## config.mk

```make
export PLATFORM = sky130hd
export DESIGN_NAME = resv_snoop_arb
export DESIGN_NICKNAME = d
export VERILOG_FILES = /design/src/rtl/resv_pkg.sv /design/src/rtl/resv_act_table.sv /design/src/rtl/resv_snoop_cmp.sv /design/src/rtl/resv_tracker.sv /design/src/rtl/sc_ctrl.sv /design/src/rtl/resv_snoop_arb.sv
export SDC_FILE = /design/constraint.sdc
export NUM_CORES = 1
export LEC_CHECK = 0
export BUFFER_PORTS_ARGS = -buffer_cell sky130_fd_sc_hd__clkbuf_2
export CORE_UTILIZATION = 50
export DETAILED_ROUTE_END_ITERATION = 12
export PLACE_DENSITY = 0.92
export SLEW_MARGIN = 5
export SYNTH_ARGS = -nofsm -noshare
export SYNTH_HDL_FRONTEND = slang
export SYNTH_SLANG_ARGS = --single-unit
```

## constraint.sdc

```tcl
create_clock -name clk -period 5.7 [get_ports clk]
set_clock_uncertainty 0.2 [all_clocks]
set_input_delay 1.425 -clock clk [delete_from_list [all_inputs] [get_ports clk]]
set_output_delay 1.425 -clock clk [all_outputs]
set_load 0.03 [all_outputs]
```

## src/rtl/resv_pkg.sv

```systemverilog
// Shared types of the reservation arbiter.
// Assumes the bus codes double as intruder-origin codes (same order).
package resv_pkg;

    typedef enum logic [1:0] {
        BUS_LOCAL  = 2'd0,
        BUS_SYSTEM = 2'd1,
        BUS_EXTERN = 2'd2,
        BUS_PERIPH = 2'd3
    } bus_id_e;

    typedef enum logic [1:0] {
        ACT_NONE   = 2'd0,
        ACT_CANCEL = 2'd1,
        ACT_BLOCK  = 2'd2,
        ACT_XFER   = 2'd3
    } sc_act_e;

    localparam int NUM_ORIGINS     = 4;
    localparam int NUM_SNOOP_BUSES = 2;

    // Severity of an action; a larger value overrides a smaller one.
    function automatic logic [1:0] act_rank(sc_act_e a);
        case (a)
            ACT_CANCEL: return 2'd3;
            ACT_BLOCK:  return 2'd2;
            ACT_XFER:   return 2'd1;
            default:    return 2'd0;
        endcase
    endfunction

endpackage

```

## src/rtl/resv_act_table.sv

```systemverilog
// Decision table: maps (reserved-location bus, intruder origin) to the
// action applied to the next store-conditional.
// Assumes origin codes follow bus_id_e.
module resv_act_table
    import resv_pkg::*;
(
    input  bus_id_e resv_bus,
    input  bus_id_e origin,
    output sc_act_e action
);

    // Table lookup.
    always_comb begin
        case (origin)
            BUS_EXTERN, BUS_PERIPH: action = ACT_CANCEL;
            BUS_SYSTEM: begin
                if (resv_bus == BUS_SYSTEM)     action = ACT_CANCEL;
                else if (resv_bus == BUS_LOCAL) action = ACT_BLOCK;
                else                            action = ACT_XFER;
            end
            default: begin
                if (resv_bus == BUS_LOCAL || resv_bus == BUS_SYSTEM) action = ACT_BLOCK;
                else                                                 action = ACT_XFER;
            end
        endcase
    end

endmodule

```

## src/rtl/resv_snoop_cmp.sv

```systemverilog
// Snoop comparator: flags a qualified write that lands in the reserved
// granule. Assumes snp_vld is raised only after a normally terminated
// address phase by a master other than the local core.
module resv_snoop_cmp #(
    parameter int ADDR_W   = 32,
    parameter int GRAN_LSB = 2
) (
    input  logic              snp_vld,
    input  logic [ADDR_W-1:0] snp_addr,
    input  logic              resv_valid,
    input  logic [ADDR_W-1:0] resv_addr,
    output logic              hit
);

    localparam int TAG_W = ADDR_W - GRAN_LSB;

    logic [TAG_W-1:0] snp_tag;
    logic [TAG_W-1:0] resv_tag;

    // Granule tags and compare.
    always_comb begin
        snp_tag  = snp_addr[ADDR_W-1:GRAN_LSB];
        resv_tag = resv_addr[ADDR_W-1:GRAN_LSB];
        hit      = snp_vld && resv_valid && (snp_tag == resv_tag);
    end

endmodule

```

## src/rtl/resv_tracker.sv

```systemverilog
// Reservation register with intrusion classification.
// Holds valid/address/bus and the strongest pending action. Assumes the
// four intrusion sources arrive ordered as origins 0..3 (local snoop,
// system snoop, external bridge, peripheral bridge).
module resv_tracker
    import resv_pkg::*;
#(
    parameter int ADDR_W = 32
) (
    input  logic                       clk,
    input  logic                       rst_n,
    input  logic                       lr_set,
    input  logic [ADDR_W-1:0]          lr_addr,
    input  bus_id_e                    lr_bus,
    input  logic [NUM_SNOOP_BUSES-1:0] bus_hit,
    input  logic                       ext_lost,
    input  logic                       per_lost,
    input  logic                       map_change,
    input  logic                       sc_clear,
    output logic                       resv_valid,
    output logic [ADDR_W-1:0]          resv_addr,
    output sc_act_e                    resv_lost_act,
    output logic                       cancel_pulse
);

    bus_id_e                resv_bus_q;
    logic [NUM_ORIGINS-1:0] src_hit;
    sc_act_e                src_act [NUM_ORIGINS];
    sc_act_e                worst_act;

    // Qualify every source with a held reservation.
    always_comb begin
        src_hit = {per_lost, ext_lost, bus_hit} & {NUM_ORIGINS{resv_valid}};
    end

    // One table lookup per intruder origin.
    for (genvar i = 0; i < NUM_ORIGINS; i++) begin : g_tbl
        localparam logic [1:0] ORG_CODE = 2'(i);
        resv_act_table u_tbl (
            .resv_bus (resv_bus_q),
            .origin   (bus_id_e'(ORG_CODE)),
            .action   (src_act[i])
        );
    end

    // Keep the strongest action among this cycle's intrusions.
    always_comb begin
        worst_act = ACT_NONE;
        for (int i = 0; i < NUM_ORIGINS; i++) begin
            if (src_hit[i] && (act_rank(src_act[i]) > act_rank(worst_act)))
                worst_act = src_act[i];
        end
    end

    // Reservation state update.
    always_ff @(posedge clk) begin
        if (!rst_n) begin
            resv_valid    <= 1'b0;
            resv_addr     <= '0;
            resv_bus_q    <= BUS_LOCAL;
            resv_lost_act <= ACT_NONE;
            cancel_pulse  <= 1'b0;
        end else begin
            cancel_pulse <= (worst_act == ACT_CANCEL) && !lr_set;
            if (lr_set) begin
                resv_valid    <= 1'b1;
                resv_addr     <= lr_addr;
                resv_bus_q    <= lr_bus;
                resv_lost_act <= ACT_NONE;
            end else if (sc_clear || map_change || worst_act == ACT_CANCEL) begin
                resv_valid    <= 1'b0;
                resv_lost_act <= ACT_NONE;
            end else if (act_rank(worst_act) > act_rank(resv_lost_act)) begin
                resv_lost_act <= worst_act;
            end
        end
    end

    AST_CANCEL_DROPS: assert property (@(posedge clk) disable iff (!rst_n)
        cancel_pulse |-> !resv_valid) else $error("cancel without drop");
    AST_MAP_CLEARS: assert property (@(posedge clk) disable iff (!rst_n)
        (map_change && !lr_set) |=> !resv_valid) else $error("map change kept");
    AST_SC_CLEARS: assert property (@(posedge clk) disable iff (!rst_n)
        (sc_clear && !lr_set) |=> (!resv_valid && resv_lost_act == ACT_NONE)) else $error("sc kept");
    AST_LR_FRESH: assert property (@(posedge clk) disable iff (!rst_n)
        lr_set |=> (resv_valid && resv_lost_act == ACT_NONE && !cancel_pulse)) else $error("lr not clean");
    AST_LOST_MONO: assert property (@(posedge clk) disable iff (!rst_n)
        (resv_valid && $past(resv_valid) && !$past(lr_set))
        |-> (act_rank(resv_lost_act) >= act_rank($past(resv_lost_act)))) else $error("weakened");

endmodule

```

## src/rtl/sc_ctrl.sv

```systemverilog
// Store-conditional sequencer: accepts a request when idle, decides in
// the next cycle from the reservation state, then either completes as
// failed at once or holds a write-with-reservation until it terminates.
// Assumes the core keeps at most one store-conditional outstanding.
module sc_ctrl
    import resv_pkg::*;
#(
    parameter int ADDR_W   = 32,
    parameter int GRAN_LSB = 2
) (
    input  logic              clk,
    input  logic              rst_n,
    input  logic              sc_req,
    input  logic [ADDR_W-1:0] sc_addr,
    input  logic              resv_valid,
    input  logic [ADDR_W-1:0] resv_addr,
    input  sc_act_e           resv_lost_act,
    input  logic              wr_ack,
    input  logic              wr_resv_ok,
    output logic              sc_clear,
    output logic              wr_req,
    output logic [ADDR_W-1:0] wr_addr,
    output logic              sc_done,
    output logic              sc_success
);

    typedef enum logic [1:0] {ST_IDLE, ST_DECIDE, ST_WAIT} sc_state_e;

    sc_state_e         state;
    logic [ADDR_W-1:0] addr_q;
    logic              word_match;
    logic              sc_blocked;

    // Reuse the granule comparator for the store address.
    resv_snoop_cmp #(.ADDR_W(ADDR_W), .GRAN_LSB(GRAN_LSB)) u_sc_cmp (
        .snp_vld    (1'b1),
        .snp_addr   (addr_q),
        .resv_valid (resv_valid),
        .resv_addr  (resv_addr),
        .hit        (word_match)
    );

    // Blocking decision and bus-side outputs.
    always_comb begin
        sc_blocked = !word_match || (resv_lost_act == ACT_BLOCK)
                     || (resv_lost_act == ACT_CANCEL);
        sc_clear   = (state == ST_DECIDE);
        wr_req     = (state == ST_WAIT);
        wr_addr    = addr_q;
    end

    // Sequencer and registered completion.
    always_ff @(posedge clk) begin
        if (!rst_n) begin
            state      <= ST_IDLE;
            addr_q     <= '0;
            sc_done    <= 1'b0;
            sc_success <= 1'b0;
        end else begin
            sc_done    <= 1'b0;
            sc_success <= 1'b0;
            case (state)
                ST_IDLE: begin
                    if (sc_req) begin
                        addr_q <= sc_addr;
                        state  <= ST_DECIDE;
                    end
                end
                ST_DECIDE: begin
                    if (sc_blocked) begin
                        sc_done <= 1'b1;
                        state   <= ST_IDLE;
                    end else begin
                        state <= ST_WAIT;
                    end
                end
                ST_WAIT: begin
                    if (wr_ack) begin
                        sc_done    <= 1'b1;
                        sc_success <= wr_resv_ok;
                        state      <= ST_IDLE;
                    end
                end
                default: state <= ST_IDLE;
            endcase
        end
    end

    AST_DONE_PULSE: assert property (@(posedge clk) disable iff (!rst_n)
        sc_done |=> !sc_done) else $error("done held");
    AST_WR_HOLD: assert property (@(posedge clk) disable iff (!rst_n)
        (wr_req && !wr_ack) |=> (wr_req && $stable(wr_addr))) else $error("write dropped");
    AST_BLOCK_FAILS: assert property (@(posedge clk) disable iff (!rst_n)
        (state == ST_DECIDE && !resv_valid) |=> (sc_done && !sc_success && !wr_req)) else $error("no-resv sc");
    AST_NO_BUS_ON_BLOCK: assert property (@(posedge clk) disable iff (!rst_n)
        (state == ST_DECIDE && resv_lost_act == ACT_BLOCK) |=> !wr_req) else $error("blocked sc on bus");

endmodule

```

## src/rtl/resv_snoop_arb.sv

```systemverilog
// Top: reservation snoop and store-conditional arbiter. Wires the two
// snoop comparators, the reservation tracker and the store-conditional
// sequencer. Assumes snoop and bridge inputs are single-cycle events.
module resv_snoop_arb
    import resv_pkg::*;
#(
    parameter int ADDR_W   = 32,
    parameter int GRAN_LSB = 2
) (
    input  logic              clk,
    input  logic              rst_n,
    input  logic              lr_valid,
    input  logic [ADDR_W-1:0] lr_addr,
    input  logic [1:0]        lr_bus,
    input  logic              sc_req,
    input  logic [ADDR_W-1:0] sc_addr,
    output logic              sc_done,
    output logic              sc_success,
    output logic              cancel_resv,
    input  logic              lb_snp_vld,
    input  logic [ADDR_W-1:0] lb_snp_addr,
    input  logic              sb_snp_vld,
    input  logic [ADDR_W-1:0] sb_snp_addr,
    input  logic              ext_resv_lost,
    input  logic              per_resv_lost,
    input  logic              map_change,
    output logic              wr_req,
    output logic [ADDR_W-1:0] wr_addr,
    input  logic              wr_ack,
    input  logic              wr_resv_ok
);

    logic [NUM_SNOOP_BUSES-1:0] snp_vld;
    logic [ADDR_W-1:0]          snp_addr [NUM_SNOOP_BUSES];
    logic [NUM_SNOOP_BUSES-1:0] bus_hit;
    logic                       resv_valid;
    logic [ADDR_W-1:0]          resv_addr;
    sc_act_e                    resv_lost_act;
    logic                       sc_clear;

    // Snoop ports in origin order: local first, system second.
    always_comb begin
        snp_vld     = {sb_snp_vld, lb_snp_vld};
        snp_addr[0] = lb_snp_addr;
        snp_addr[1] = sb_snp_addr;
    end

    for (genvar b = 0; b < NUM_SNOOP_BUSES; b++) begin : g_snoop
        resv_snoop_cmp #(.ADDR_W(ADDR_W), .GRAN_LSB(GRAN_LSB)) u_cmp (
            .snp_vld    (snp_vld[b]),
            .snp_addr   (snp_addr[b]),
            .resv_valid (resv_valid),
            .resv_addr  (resv_addr),
            .hit        (bus_hit[b])
        );
    end

    resv_tracker #(.ADDR_W(ADDR_W)) u_tracker (
        .clk           (clk),
        .rst_n         (rst_n),
        .lr_set        (lr_valid),
        .lr_addr       (lr_addr),
        .lr_bus        (bus_id_e'(lr_bus)),
        .bus_hit       (bus_hit),
        .ext_lost      (ext_resv_lost),
        .per_lost      (per_resv_lost),
        .map_change    (map_change),
        .sc_clear      (sc_clear),
        .resv_valid    (resv_valid),
        .resv_addr     (resv_addr),
        .resv_lost_act (resv_lost_act),
        .cancel_pulse  (cancel_resv)
    );

    sc_ctrl #(.ADDR_W(ADDR_W), .GRAN_LSB(GRAN_LSB)) u_sc (
        .clk           (clk),
        .rst_n         (rst_n),
        .sc_req        (sc_req),
        .sc_addr       (sc_addr),
        .resv_valid    (resv_valid),
        .resv_addr     (resv_addr),
        .resv_lost_act (resv_lost_act),
        .wr_ack        (wr_ack),
        .wr_resv_ok    (wr_resv_ok),
        .sc_clear      (sc_clear),
        .wr_req        (wr_req),
        .wr_addr       (wr_addr),
        .sc_done       (sc_done),
        .sc_success    (sc_success)
    );

    AST_REQ_NOT_DONE: assert property (@(posedge clk) disable iff (!rst_n)
        wr_req |-> !sc_done) else $error("done while write open");

endmodule

```

Word-level counts from Yosys, hierarchy flattened. Index checks and enable logic that the tools add are counted.

Magnitude comparators: 5. Equality and inequality tests: 29. Multiplexer cells: 29. Bitwise logic cells: 2. Reductions and logical operators: 24.

Operators by type and width (count): $eq A30 B30 Y1 (3); $pmux W2 S3 (8); $eq A2 B2 Y1 const B (15); $mux W2 (14); $eq A2 B1 Y1 const B (9); $logic_and A1 B1 Y1 (10); $mux W1 (6); $logic_or A1 B1 Y1 (5); $and A4 B4 Y4 (1); $gt A2 B2 Y1 (2); $gt A2 B2 Y1 const A (2); $logic_not A2 Y1 (2); $reduce_and A2 Y1 (2); $reduce_and A3 Y1 (1); $reduce_or A3 Y1 (1); $gt A2 B1 Y1 const B (1); $logic_not A1 Y1 (2); $ne A2 B1 Y1 const B (1); $ne A2 B2 Y1 const B (1); $pmux W1 S2 (1); $reduce_bool A2 Y1 (1); $not A1 Y1 (1).

Flip-flop bits (word level): 74. Bits of input ports: 141. Output and inout port bits: 36. Word-level logic and storage cells: 98.

Logic depth before layout (Yosys ltp).
Depth after elaboration: 29. Depth in mapped cells: 13. Gate-level depth less buffers: 13.

Modules after synthesis. Synthesis repeated with hierarchy kept, for this count alone.

Cells, all modules: 496. Area, all modules: 4386.7 um^2.

By module, submodules not included: resv_tracker (times used 1, cells an instance 195, area an instance 1975.6 um^2, seq. area each 760.7 um^2); sc_ctrl (times used 1, cells an instance 166, area an instance 1330.0 um^2, seq. area each 720.7 um^2); resv_snoop_cmp (times used 3, cells an instance 41, area an instance 335.3 um^2, seq. area each 0.0 um^2); resv_act_table (times used 4, cells an instance 3, area an instance 18.8 um^2, seq. area each 0.0 um^2).

Worst setup path before layout. OpenSTA, ideal clock, no wires.

Path type: input-to-reg. From: input port sb_snp_addr[13]. To: register u_tracker.resv_lost_act[0]. Library setup time: 0.119 ns. Arrival: 3.997 ns. Data required time: 5.381 ns. Path slack: 1.384 ns. Stages: 13. Path buffers: 0. Cells stage by stage: xor2_1 -> or4_1 -> nor4_2 -> a32oi_1 -> o21bai_1 -> nand2b_1 -> ha_1 -> inv_1 -> ha_1 -> a21oi_1 -> a21oi_1 -> nand2_1 -> o221a_2.

Word-level cells in the longest chain between the ends: 21. Elaborated cells between the ends (all ways): 29. Classes of those cells: 3 x order compare; 10 x eq/ne; 9 x mux; 1 x bitwise; 6 x reduce/logical.

Ends and longest elaborated chain: from (decl) (RTL line resv_snoop_arb.sv:23) `input logic [ADDR_W-1:0] sb_snp_addr,`; $eq A30 B30 Y1 * (RTL line resv_snoop_cmp.sv:24) `hit = snp_vld && resv_valid && (snp_tag == resv_tag);`; $logic_and A1 B1 Y1 * (RTL line resv_snoop_cmp.sv:24); $and A4 B4 Y4 * (RTL line resv_tracker.sv:33) `src_hit = {per_lost, ext_lost, bus_hit} & {NUM_ORIGINS{resv_valid}};`; $logic_and A1 B1 Y1 * (RTL line resv_tracker.sv:50) `if (src_hit[i] && (act_rank(src_act[i]) > act_rank(worst_act)))`; $mux W2 * (RTL line resv_tracker.sv:50); $eq A2 B2 Y1 or $eq A2 B1 Y1 (tied branches) (RTL line resv_pkg.sv:24) `case (a)`; $pmux W2 S3 (RTL line resv_pkg.sv:24); $gt A2 B2 Y1 (RTL line resv_tracker.sv:50); (+5 left out); $logic_and A1 B1 Y1 (RTL line resv_tracker.sv:50); $mux W2 * (RTL line resv_tracker.sv:50); $eq A2 B2 Y1 or $eq A2 B1 Y1 (tied branches) (RTL line resv_pkg.sv:24, resv_tracker.sv:70); $pmux W2 S3 (RTL line resv_pkg.sv:24); $mux W2 (RTL line resv_tracker.sv:70) `end else if (sc_clear || map_change || worst_act == ACT_CANCEL) begin`; $mux W2 (RTL line resv_tracker.sv:65) `if (lr_set) begin`; $mux W2 (RTL line resv_tracker.sv:57) `if (!rst_n) begin`; $gt A2 B2 Y1 (RTL line resv_tracker.sv:73) `end else if (act_rank(worst_act) > act_rank(resv_lost_act)) begin`; to (signal assigned) (RTL line resv_tracker.sv:74) `resv_lost_act <= worst_act;`; to (decl) (RTL line resv_tracker.sv:22) `output sc_act_e resv_lost_act,`.

Mark *: on every way between the ends. The rest lies on a longest branch, timed or not. The select of a mux whose other input is x is not followed. A chain may end at the register's enable or synchronous reset.

Worst setup path in the final report. Same ends and word-level chain as after synthesis.

==> results.md <==
- Clk_lat worst skew: between 0.3 and 0.4 ns
- Worst-path maximum fanout: 4
- IO buf count: 170
- HP Class: reg -> reg
- Delay-heaviest family, CP: simple AND/OR/NAND/NOR gates
- Syn nets: 580
- Top cells by instance count after synthesis: dfxtp_1, nand2_1, xnor2_1
- Unrepaired setup endpoints after global routing: no
- Net Sw Power: roughly 360 uW
- Max_slew headroom: roughly 28%
- Routed WL: ~11000 um
- Post-CTS setup buffer count: 0
- Dominant cells by area after synthesis: dfxtp_1, xnor2_1, mux2i_1, xor2_1, nand2_1
- Antenna violations before repair: 0
- Final min period: 4.43 ns
- Hold Buf Count CTS: 0
- Root Buffer: clkbuf_8
- Critical Path RT: 5.73 ns
- WP buf/inv: 2
- WS Path Type: in -> reg
- Setup TNS: 0 ns
- GR Overflow Total: 0
- Diode count: 0
- GPL Wtd Cong: 0.919
- Yosys top cell area share: 38.8%
- Vias: roughly 3600
- DR iter-0 viols: 183
- Reg clk slew, reported paths: 0.08 ns
- Fill count: 597
- Die Y: 88.2 um
- Vias per cell: approximately 5
- Syn avg cell area: 8.67 um^2
- Layout cells sized above 1: 31.9%
- Clock power share: 35.9%
- CTS H-tree depth: 3
- Cells after synthesis: around 430
- Wire per inst: 15.9 um
- Data arrival, critical path: 4.46 ns
- Max-slew violation count: 0
- Pwr Total: 1280 uW
- CTS tree: done
- Worst vdd ir: roughly 160 uV
- Post-synthesis sequential area ratio: 38.8%
- First-pass GRT wire length: 16400 um
- Crit-path max cell delay: 0.57 ns
- Sequential cell area: 1440 um^2
- Area leader, netlist: dfxtp_1
- Num CTS Buffers: 9
- I/O Pins: 177
- Worst-Margin Slew: 1.07 ns
- #FFs+latches synth: 72
- CTS sink count: 72
- Most common flop cell mapped by yosys: dfxtp_1
- WHS: 0.283 ns
- Final setup fails: 0
- Layout area overhead: 30.8%
- CP endpoint kind: flip-flop
- Most common cell in the synthesized netlist: dfxtp_1
- Crit start category: primary input
- Int Pwr: 916 uW
- Fmax: about 230 MHz
- Number of global-route vias before repair: 3361
- Post-synthesis async set-or-reset flop share: 0%
- Largest net degree at the start of global routing: 67
- Die X: 88.2 um
- Power Dens Cells: ~260 nW/um^2
- Number of synthesized flops with an enable pin: 0
- Post-CTS Resized: 0
- Distinct cells, synth: 32
- Final hold violations: 0
- Cell Chain, Critical Path: clkbuf_2 > xor2_1 > or4_1 > nor4_2 > a32oi_1 > o21bai_1 > nand2b_1 > ha_1 > inv_1 > ha_1 > a21oi_1 > a21oi_1 > nand2_1 > o221a_2
- Row count: 31
- Tcrit/Tclk final: between 70 and 80%
- Sequential Power Share: 45.1%
- Post-synthesis cell area: 3720 um^2
- CORE AREA: 7210 um^2
- Leakage: 0.00232 uW
- Die area: 7780 um^2
- Switching part of the total: 28.2%
- Syn. warnings: 0
- 1st-pass router iterations: 4
- Overall Global Routing Usage: 28.5%
- Multi-input gate area: about 2200 um^2
- DRC: 0
- Initial core utilization: 51.5%
- Routed Antenna Nets: 0
- Clock buffer depth: 2
- Final HPWL DP: 8810 um
- Max_cap viols: 0
- Combinational power share: 18.9%
- Slowest cell on crit path: or4_1
- Nets: about 740
- Status: finished clean
[tightest hold or removal path: stages (launching register included)]
cell	delay (ns)
dfxtp_1	0.33
nand2_1	0.06
a21oi_1	0.05
[routing by layer]
metal	up-vias	wire length [um]	share of wire, %	global-route usage [%]
met1	1646	4700	42	34.3
met5	-	0	0	0
met2	149	5420	49	48.7
li1	1759	-	-	-
met3	18	699	6.3	7.00
met4	0	243	2.2	11.6
[final timing paths]
check                     startpoint                         end  slack, ns  cells past startpoint
min                  u_sc.wr_addr[0]             u_sc.wr_addr[0]       0.28                      2
min reg2reg          u_sc.wr_addr[0]             u_sc.wr_addr[0]       0.28                      2
max reg2reg  u_tracker.resv_addr[13]  u_tracker.resv_lost_act[0]       1.90                     13
max                  sb_snp_addr[13]  u_tracker.resv_lost_act[0]       1.27                     14
[layout make-up]
type | instances | area share, %
multi-input combinational | 327 | 44.5
sequential | 72 | 29.6
timing repair buffer | 171 | 17.7
clock buffer | 11 | 3.11
tap | 99 | 2.55
clock inverter | 5 | 1.62
inverter | 12 | 0.926
[layout by cell type (no fill, tap or decap), types with 2 or more instances in the layout]
cell	count
bufinv_16	2
clkbuf_8	11
nand2b_1	3
nor4_2	2
nor2_1	37
dfxtp_1	72
xor2_1	32
mux2i_1	32
or4_1	2
nor4_1	9
inv_1	11
clkinv_2	2
nand2_1	70
clkbuf_2	170
o21ai_0	2
nor3_1	2
nand4_1	15
xnor2_1	58
ha_1	10
nand3_1	4
a21oi_1	36
[per-stage QoR]
stage	util, %	std cells	setup slack [ns]	cell area (um^2)
after floorplan	-	429	1.38	3720
after global placement	64.2	681	1.04	4630
after detailed placement	64.2	681	0.942	4630
after CTS	67.4	697	1.30	4860
after global routing	67.4	697	1.12	4860
final	67.4	697	1.27	4860
[state kept, by name (all words and copies together) (netlist names)]
signal,count
u_tracker.resv_bus_q,2
u_sc.sc_success,1
u_tracker.resv_lost_act,2
u_tracker.resv_valid,1
u_sc.sc_done,1
u_sc.wr_addr,32
u_sc.state,2
u_tracker.cancel_pulse,1
u_tracker.resv_addr,30
[power by group through the flow]
stage          logic, uW  registers [uW]  clock network (uW)
5_1_grt              265             579                 488
4_1_cts              243             575                 466
3_5_place_dp         241             587                   0
2_1_floorplan        127             600                   0
6_report             242             576                 458
3_3_place_gp         234             585                   0
[kinds of logic (layout without fill, tap and decap cells)]
kind of cell | after synthesis | count (layout) | synth area share (%)
AND/OR/NAND/NOR | 148 | 148 | 18.0
XOR/XNOR | 90 | 90 | 21.2
flip-flops | 72 | 72 | 38.8
AO/OA/AOI/OAI | 47 | 47 | 7.00
multiplexers | 32 | 32 | 8.62
buffers and inverters | 30 | 199 | 3.03
adder cells (fa/ha/maj) | 10 | 10 | 3.37
Note: power is estimated with default switching activity, not from simulation.
